**config.mk**
```make
export PLATFORM = sky130hd
export DESIGN_NAME = pe_alu_unit
export DESIGN_NICKNAME = d
export VERILOG_FILES = /design/src/rtl/pe_alu_pkg.sv /design/src/rtl/pe_alu_ctrl.sv /design/src/rtl/pe_alu_datapath.sv /design/src/rtl/pe_alu_unit.sv
export SDC_FILE = /design/constraint.sdc
export NUM_CORES = 1
export LEC_CHECK = 0
export BUFFER_PORTS_ARGS = -buffer_cell sky130_fd_sc_hd__buf_2
export CAP_MARGIN = 20
export CORE_MARGIN = 1.5
export CORE_UTILIZATION = 50
export CTS_BUF_LIST = sky130_fd_sc_hd__clkbuf_4 sky130_fd_sc_hd__clkbuf_8
export DETAILED_ROUTE_END_ITERATION = 8
export PLACE_DENSITY = 0.69
export SYNTH_ARGS = -nofsm -noshare
export SYNTH_HDL_FRONTEND = slang
export SYNTH_SLANG_ARGS = --single-unit
```
**constraint.sdc**
```tcl
create_clock -name clk -period 42 [get_ports clk]
set_input_delay 4.2 -clock clk [delete_from_list [all_inputs] [get_ports clk]]
set_output_delay 4.2 -clock clk [all_outputs]
set_load 0.02 [all_outputs]
```
**src/rtl/pe_alu_pkg.sv**
```systemverilog
package pe_alu_pkg;

  typedef enum logic [3:0] {
    OP_ADD    = 4'd0,
    OP_SUB    = 4'd1,
    OP_MULT   = 4'd2,
    OP_DIV    = 4'd3,
    OP_LS     = 4'd4,
    OP_RS     = 4'd5,
    OP_ARS    = 4'd6,
    OP_AND    = 4'd7,
    OP_OR     = 4'd8,
    OP_XOR    = 4'd9,
    OP_SEL    = 4'd10,
    OP_CMERGE = 4'd11,
    OP_CMP    = 4'd12,
    OP_CLT    = 4'd13,
    OP_CGT    = 4'd14,
    OP_RSVD   = 4'd15
  } alu_op_e;

  typedef enum logic [2:0] {
    U_ARITH = 3'd0,
    U_SHIFT = 3'd1,
    U_LOGIC = 3'd2,
    U_PICK  = 3'd3,
    U_CMP   = 3'd4,
    U_NONE  = 3'd5
  } unit_e;

  // strobes from control to datapath
  typedef struct packed {
    unit_e      unit;
    logic [1:0] sub;      // operation within the unit
    logic       op2Imm;   // second operand from immediate
    logic       pickImm;  // SEL/CMERGE forced to immediate
    logic       loadRes;  // capture into result register
  } alu_ctrl_t;

endpackage

```
**src/rtl/pe_alu_ctrl.sv**
```systemverilog
module pe_alu_ctrl
  import pe_alu_pkg::*;
(
  input  logic [3:0] opCode,
  input  logic       immValid,
  input  logic       updateRes,
  output alu_ctrl_t  ctrl
);

  alu_op_e opEnum;
  assign opEnum = alu_op_e'(opCode);

  always_comb begin
    ctrl.unit    = U_NONE;
    ctrl.sub     = 2'd0;
    ctrl.op2Imm  = immValid;
    ctrl.pickImm = 1'b0;
    ctrl.loadRes = updateRes;
    unique case (opEnum)
      OP_ADD:    begin ctrl.unit = U_ARITH; ctrl.sub = 2'd0; end
      OP_SUB:    begin ctrl.unit = U_ARITH; ctrl.sub = 2'd1; end
      OP_MULT:   begin ctrl.unit = U_ARITH; ctrl.sub = 2'd2; end
      OP_DIV:    begin ctrl.unit = U_ARITH; ctrl.sub = 2'd3; end
      OP_LS:     begin ctrl.unit = U_SHIFT; ctrl.sub = 2'd0; end
      OP_RS:     begin ctrl.unit = U_SHIFT; ctrl.sub = 2'd1; end
      OP_ARS:    begin ctrl.unit = U_SHIFT; ctrl.sub = 2'd2; end
      OP_AND:    begin ctrl.unit = U_LOGIC; ctrl.sub = 2'd0; end
      OP_OR:     begin ctrl.unit = U_LOGIC; ctrl.sub = 2'd1; end
      OP_XOR:    begin ctrl.unit = U_LOGIC; ctrl.sub = 2'd2; end
      OP_SEL:    begin ctrl.unit = U_PICK;  ctrl.sub = 2'd0; ctrl.pickImm = updateRes; end
      OP_CMERGE: begin ctrl.unit = U_PICK;  ctrl.sub = 2'd1; ctrl.pickImm = immValid; end
      OP_CMP:    begin ctrl.unit = U_CMP;   ctrl.sub = 2'd0; end
      OP_CLT:    begin ctrl.unit = U_CMP;   ctrl.sub = 2'd1; end
      OP_CGT:    begin ctrl.unit = U_CMP;   ctrl.sub = 2'd2; end
      default:   begin ctrl.unit = U_NONE;  ctrl.sub = 2'd0; end
    endcase
  end

endmodule

```
**src/rtl/pe_alu_datapath.sv**
```systemverilog
module pe_alu_datapath
  import pe_alu_pkg::*;
#(
  parameter int DATA_W = 16
) (
  input  alu_ctrl_t         ctrl,
  input  logic [DATA_W-1:0] opA,
  input  logic [DATA_W-1:0] immVal,
  input  logic [DATA_W-1:0] opRegB,
  output logic [DATA_W-1:0] result
);

  localparam int SH_W = $clog2(DATA_W);
  localparam int PROD_W = 2 * DATA_W;

  logic [DATA_W-1:0] opB;
  logic [SH_W-1:0]   shAmt;
  logic [PROD_W-1:0] prod;
  logic [DATA_W-1:0] arithRes, shiftRes, logicRes, pickRes, cmpRes;
  logic signed [DATA_W-1:0] arsRes;

  assign opB    = ctrl.op2Imm ? immVal : opRegB;
  assign shAmt  = opB[SH_W-1:0];
  assign prod   = PROD_W'(opA) * PROD_W'(opB);
  assign arsRes = $signed(opA) >>> shAmt;

  always_comb begin
    unique case (ctrl.sub)
      2'd0:    arithRes = opA + opB;
      2'd1:    arithRes = opA - opB;
      2'd2:    arithRes = prod[DATA_W-1:0];
      default: arithRes = (opB == '0) ? '1 : (opA / opB);
    endcase
  end

  always_comb begin
    unique case (ctrl.sub)
      2'd0:    shiftRes = opA << shAmt;
      2'd1:    shiftRes = opA >> shAmt;
      default: shiftRes = arsRes;
    endcase
  end

  always_comb begin
    unique case (ctrl.sub)
      2'd0:    logicRes = opA & opB;
      2'd1:    logicRes = opA | opB;
      default: logicRes = opA ^ opB;
    endcase
  end

  always_comb begin
    if (ctrl.pickImm)           pickRes = immVal;
    else if (ctrl.sub == 2'd1)  pickRes = opA;
    else if (opA[DATA_W-1])     pickRes = opA;
    else if (opB[DATA_W-1])     pickRes = opB;
    else                        pickRes = '0;
  end

  always_comb begin
    cmpRes = '0;
    unique case (ctrl.sub)
      2'd0:    cmpRes[0] = (opA == opB);
      2'd1:    cmpRes[0] = ($signed(opA) < $signed(opB));
      default: cmpRes[0] = ($signed(opA) > $signed(opB));
    endcase
  end

  always_comb begin
    unique case (ctrl.unit)
      U_ARITH: result = arithRes;
      U_SHIFT: result = shiftRes;
      U_LOGIC: result = logicRes;
      U_PICK:  result = pickRes;
      U_CMP:   result = cmpRes;
      default: result = '0;
    endcase
  end

endmodule

```
**src/rtl/pe_alu_unit.sv**
```systemverilog
module pe_alu_unit
  import pe_alu_pkg::*;
#(
  parameter int DATA_W = 16,
  parameter int OUT_W  = 64
) (
  input  logic              clk,
  input  logic              rstN,
  input  logic [3:0]        opCode,
  input  logic [DATA_W-1:0] immVal,
  input  logic              immValid,
  input  logic              updateRes,
  input  logic [DATA_W-1:0] opReg1,
  input  logic [DATA_W-1:0] opReg2,
  output logic [OUT_W-1:0]  aluOut,
  output logic [DATA_W-1:0] resReg
);

  localparam int PAD_W = OUT_W - DATA_W;

  alu_ctrl_t         ctrl;
  logic [DATA_W-1:0] result;

  pe_alu_ctrl u_ctrl (
    .opCode    (opCode),
    .immValid  (immValid),
    .updateRes (updateRes),
    .ctrl      (ctrl)
  );

  pe_alu_datapath #(.DATA_W(DATA_W)) u_dp (
    .ctrl   (ctrl),
    .opA    (opReg1),
    .immVal (immVal),
    .opRegB (opReg2),
    .result (result)
  );

  assign aluOut = {{PAD_W{1'b0}}, result};

  always_ff @(posedge clk or negedge rstN) begin
    if (!rstN)             resReg <= '0;
    else if (ctrl.loadRes) resReg <= result;
  end

endmodule

```
==> reports/qor.csv <==
metric,value,unit
cts_buffer_depth,2,
synth_area_leaders,"ha_1 (19%), fa_1 (10%), nor2_1 (5.3%)",
n_antenna_cell,0,
clk_latency,0.25,ns
criticalPathCategory,input pin to output port,
numCtsBuffers,3,
layout.nets,2655,
syn_area,0.01613,mm²
synth_edf_count,0,
drc_errors,0,
ys.flop_type,dfrtp_1,
cts-htree-levels,1,
grt_overflow,0,
leakage,7.851,nW
cp_slowest_cell,o31ai_1,
drive_gt1_share,11.86,%
synthMuxAreaShare,6.609,%
synth_largest_area_cell,ha_1,
syn-mean-instance-area,7.181,µm²
power_density,40.62,mW/mm²
cap_violations,0,
cp-start-kind,input pin,
rsz0062_at_grt,false,
gp_congestion,1.056,
fp.dieH,182.6,µm
synth_fa_ha_area_share,28.72,%
layout_setup_ws,2.334,ns
numPortBuffers,87,
skew,0,ns
dpl_worst_slack,1.005,ns
grt_first_pass_wirelength,98380,µm
hp-class,flop to flop,
synth_top_family_by_area,adder cells,
final_cells,2679,
synth_xor_area_share,6.167,%
placedCellCount,2670,
hold_viol_final,0,
cp.required,37.80,ns
setup_tns,0,ns
status,completed,
setup_viol,0,
hold_ws,0.5027,ns
async_flop_share,100.0,%
rows,65,
antenna_found_initial,2,
grt_pass1_vias,16640,
largest_register,resReg,
fmax,25.21,MHz
worst_path_largest_cell_delay,0.59,ns
yosysWarnings,0,
cp.arrival,35.47,ns
route.vias.total,17540,
cts.clk_slew.worst_paths,0.07,ns
cts_sinks,16,
syn_to_final_growth,5.306,%
fin_crit,39.67,ns
cts_hold_buffers,0,
worst_pin_slew,1.008,ns
fin_crit_sh,94.44,%
io_pins,136,
gr-usage-all-layers,38.38,%
cts-root-buf,clkbuf_8,
dieArea,0.03334,mm²
ant_nets,0,
synth-compound-area-share,26.85,%
yosysTopAreaCellShare,18.54,%
synthSimpleGateAreaFrac,19.68,%
power,0.6900,mW
fp.dieW,182.6,µm
synthCells,2246,
cts_tree,yes,
final_max_slew_viol_count,0,
wl,65410,µm
dp_hpwl,49660,µm
synth.distinct_cells,91,
wire_per_inst,24.42,µm
worstSetupEndpointType,output port,
grt_max_degree,51,
largest_reg_flops,16,
core_area,0.03164,mm²
cpMostUsedCell,ha_1,
top_regs,resReg: 16 flops,
synth-seq-area-share,2.482,%
drt-pass1-iter-count,6,
ir_worst_vdd,0.04833,mV
initial_utilization,50.98,%
via_per_inst,6.545,
ys_ff_latch,16,
dr.first_iter.drc_count,1875,
cp_max_fo,33,
maxSlewHeadroom,32.78,%
-- area by class of cell --
| class | instances | area, µm² |
|---|---|---|
| tap | 402 | 503.0 |
| multi-input combinational | 1923 | 14480 |
| fill | 3154 | 14650 |
| clock buffer | 4 | 55.05 |
| timing repair buffer | 136 | 800.8 |
| inverter | 198 | 743.2 |
| sequential | 16 | 400.4 |
-- timing repair --
item / in CTS / in global routing
endpoints found under the setup margin: 0 / 1
resized for setup: 0 / 6
buffers inserted: 0 / 3
-- per-layer routing --
metal	vias to the layer above	wire length [µm]	global-route usage (%)
met3	240	6402	7.204
met1	8343	25170	47.02
met2	951	29570	63.37
met5	-	24	0
met4	4	4235	21.22
li1	7997	-	-
-- where the power goes --
part / switching, mW / internal (mW)
Sequential: 0.00210 / 0.0198
Combinational: 0.396 / 0.258
Clock: 0.00542 / 0.00832
Total: 0.403 / 0.287
-- cells by family (layout without fill, tap and decap cells) --
family	Yosys count	count (layout)
flops	16	16
other cells	1	48
mux	92	92
simple gates	691	691
buf+inv	354	338
compound gates	659	659
fa+ha+maj	321	321
xor+xnor	112	112
-- cells in the final DEF (no fill, tap or decap), types with 17 or more instances in the layout --
master | netlist | final
nor2b_1 | 22 | 22
a211oi_1 | 22 | 22
inv_1 | 186 | 186
a21oi_1 | 171 | 170
ha_1 | 239 | 239
buf_4 | 51 | 47
mux2_2 | 47 | 47
or3_1 | 20 | 20
nand4_1 | 17 | 17
nand2_1 | 215 | 215
o21ai_1 | 19 | 18
a21o_1 | 41 | 41
xor2_1 | 33 | 33
a31oi_1 | 21 | 21
o311ai_0 | 17 | 17
o211ai_1 | 29 | 29
conb_1 | 1 | 48
mux2i_1 | 36 | 28
nor2_1 | 229 | 228
nor3_1 | 64 | 63
nand3_1 | 25 | 25
xnor2_1 | 78 | 78
fa_1 | 82 | 82
o21ai_0 | 134 | 133
o31ai_1 | 19 | 18
o21a_1 | 33 | 33
or2_2 | 25 | 25
buf_2 | 6 | 88
-- synth_stat cells (8+ instances only) --
library cell	n
o21a_1	33
o211ai_1	29
dfrtp_1	16
nor2b_1	22
a21oi_1	171
o221ai_1	16
a211o_1	9
o32ai_1	8
clkbuf_1	94
inv_1	186
o311ai_0	17
o21ai_1	19
xnor2_1	78
a211oi_1	22
and2_1	9
xor2_1	33
or3_1	20
o21ai_0	134
nand4_1	17
a22oi_1	14
o22ai_1	17
o31ai_1	19
buf_4	51
nor3_1	64
nor4_1	17
nand2b_1	14
mux2i_1	36
a31oi_1	21
or2_2	25
mux2_2	47
nand3_1	25
a21o_1	41
nand2_1	215
fa_1	82
nor2_1	229
ha_1	239
o21bai_1	8
-- stage by stage --
stage               util [%]  cell area (µm²)
floorplan                  -            16310
global placement       53.33            16870
detailed placement     53.33            16870
CTS                    53.50            16930
global route           53.69            16990
finish                 53.69            16990
-- critical path, delay by kind of cell --
kind / cells / cell delay, ns
AO/OA/AOI/OAI: 70 / 17.61
buffers and inverters: 11 / 2.60
adder cells (fa/ha/maj): 15 / 4.82
AND/OR/NAND/NOR: 19 / 3.98
multiplexers: 6 / 2.17
-- worst paths after layout --
check | from | endpoint | slack [ns] | cells after the start
max | immValid | aluOut[0] | 2.33 | 121
min | resReg[6] | resReg[6] | 0.50 | 1
max reg2reg | resReg[3] | resReg[3] | 41.24 | 1
min reg2reg | resReg[6] | resReg[6] | 0.50 | 1
max in group asynchronous | rstN | resReg[0] | 37.89 | 1
min in group asynchronous | rstN | resReg[2] | 3.85 | 1
Note: power is estimated with default switching activity, not from simulation.
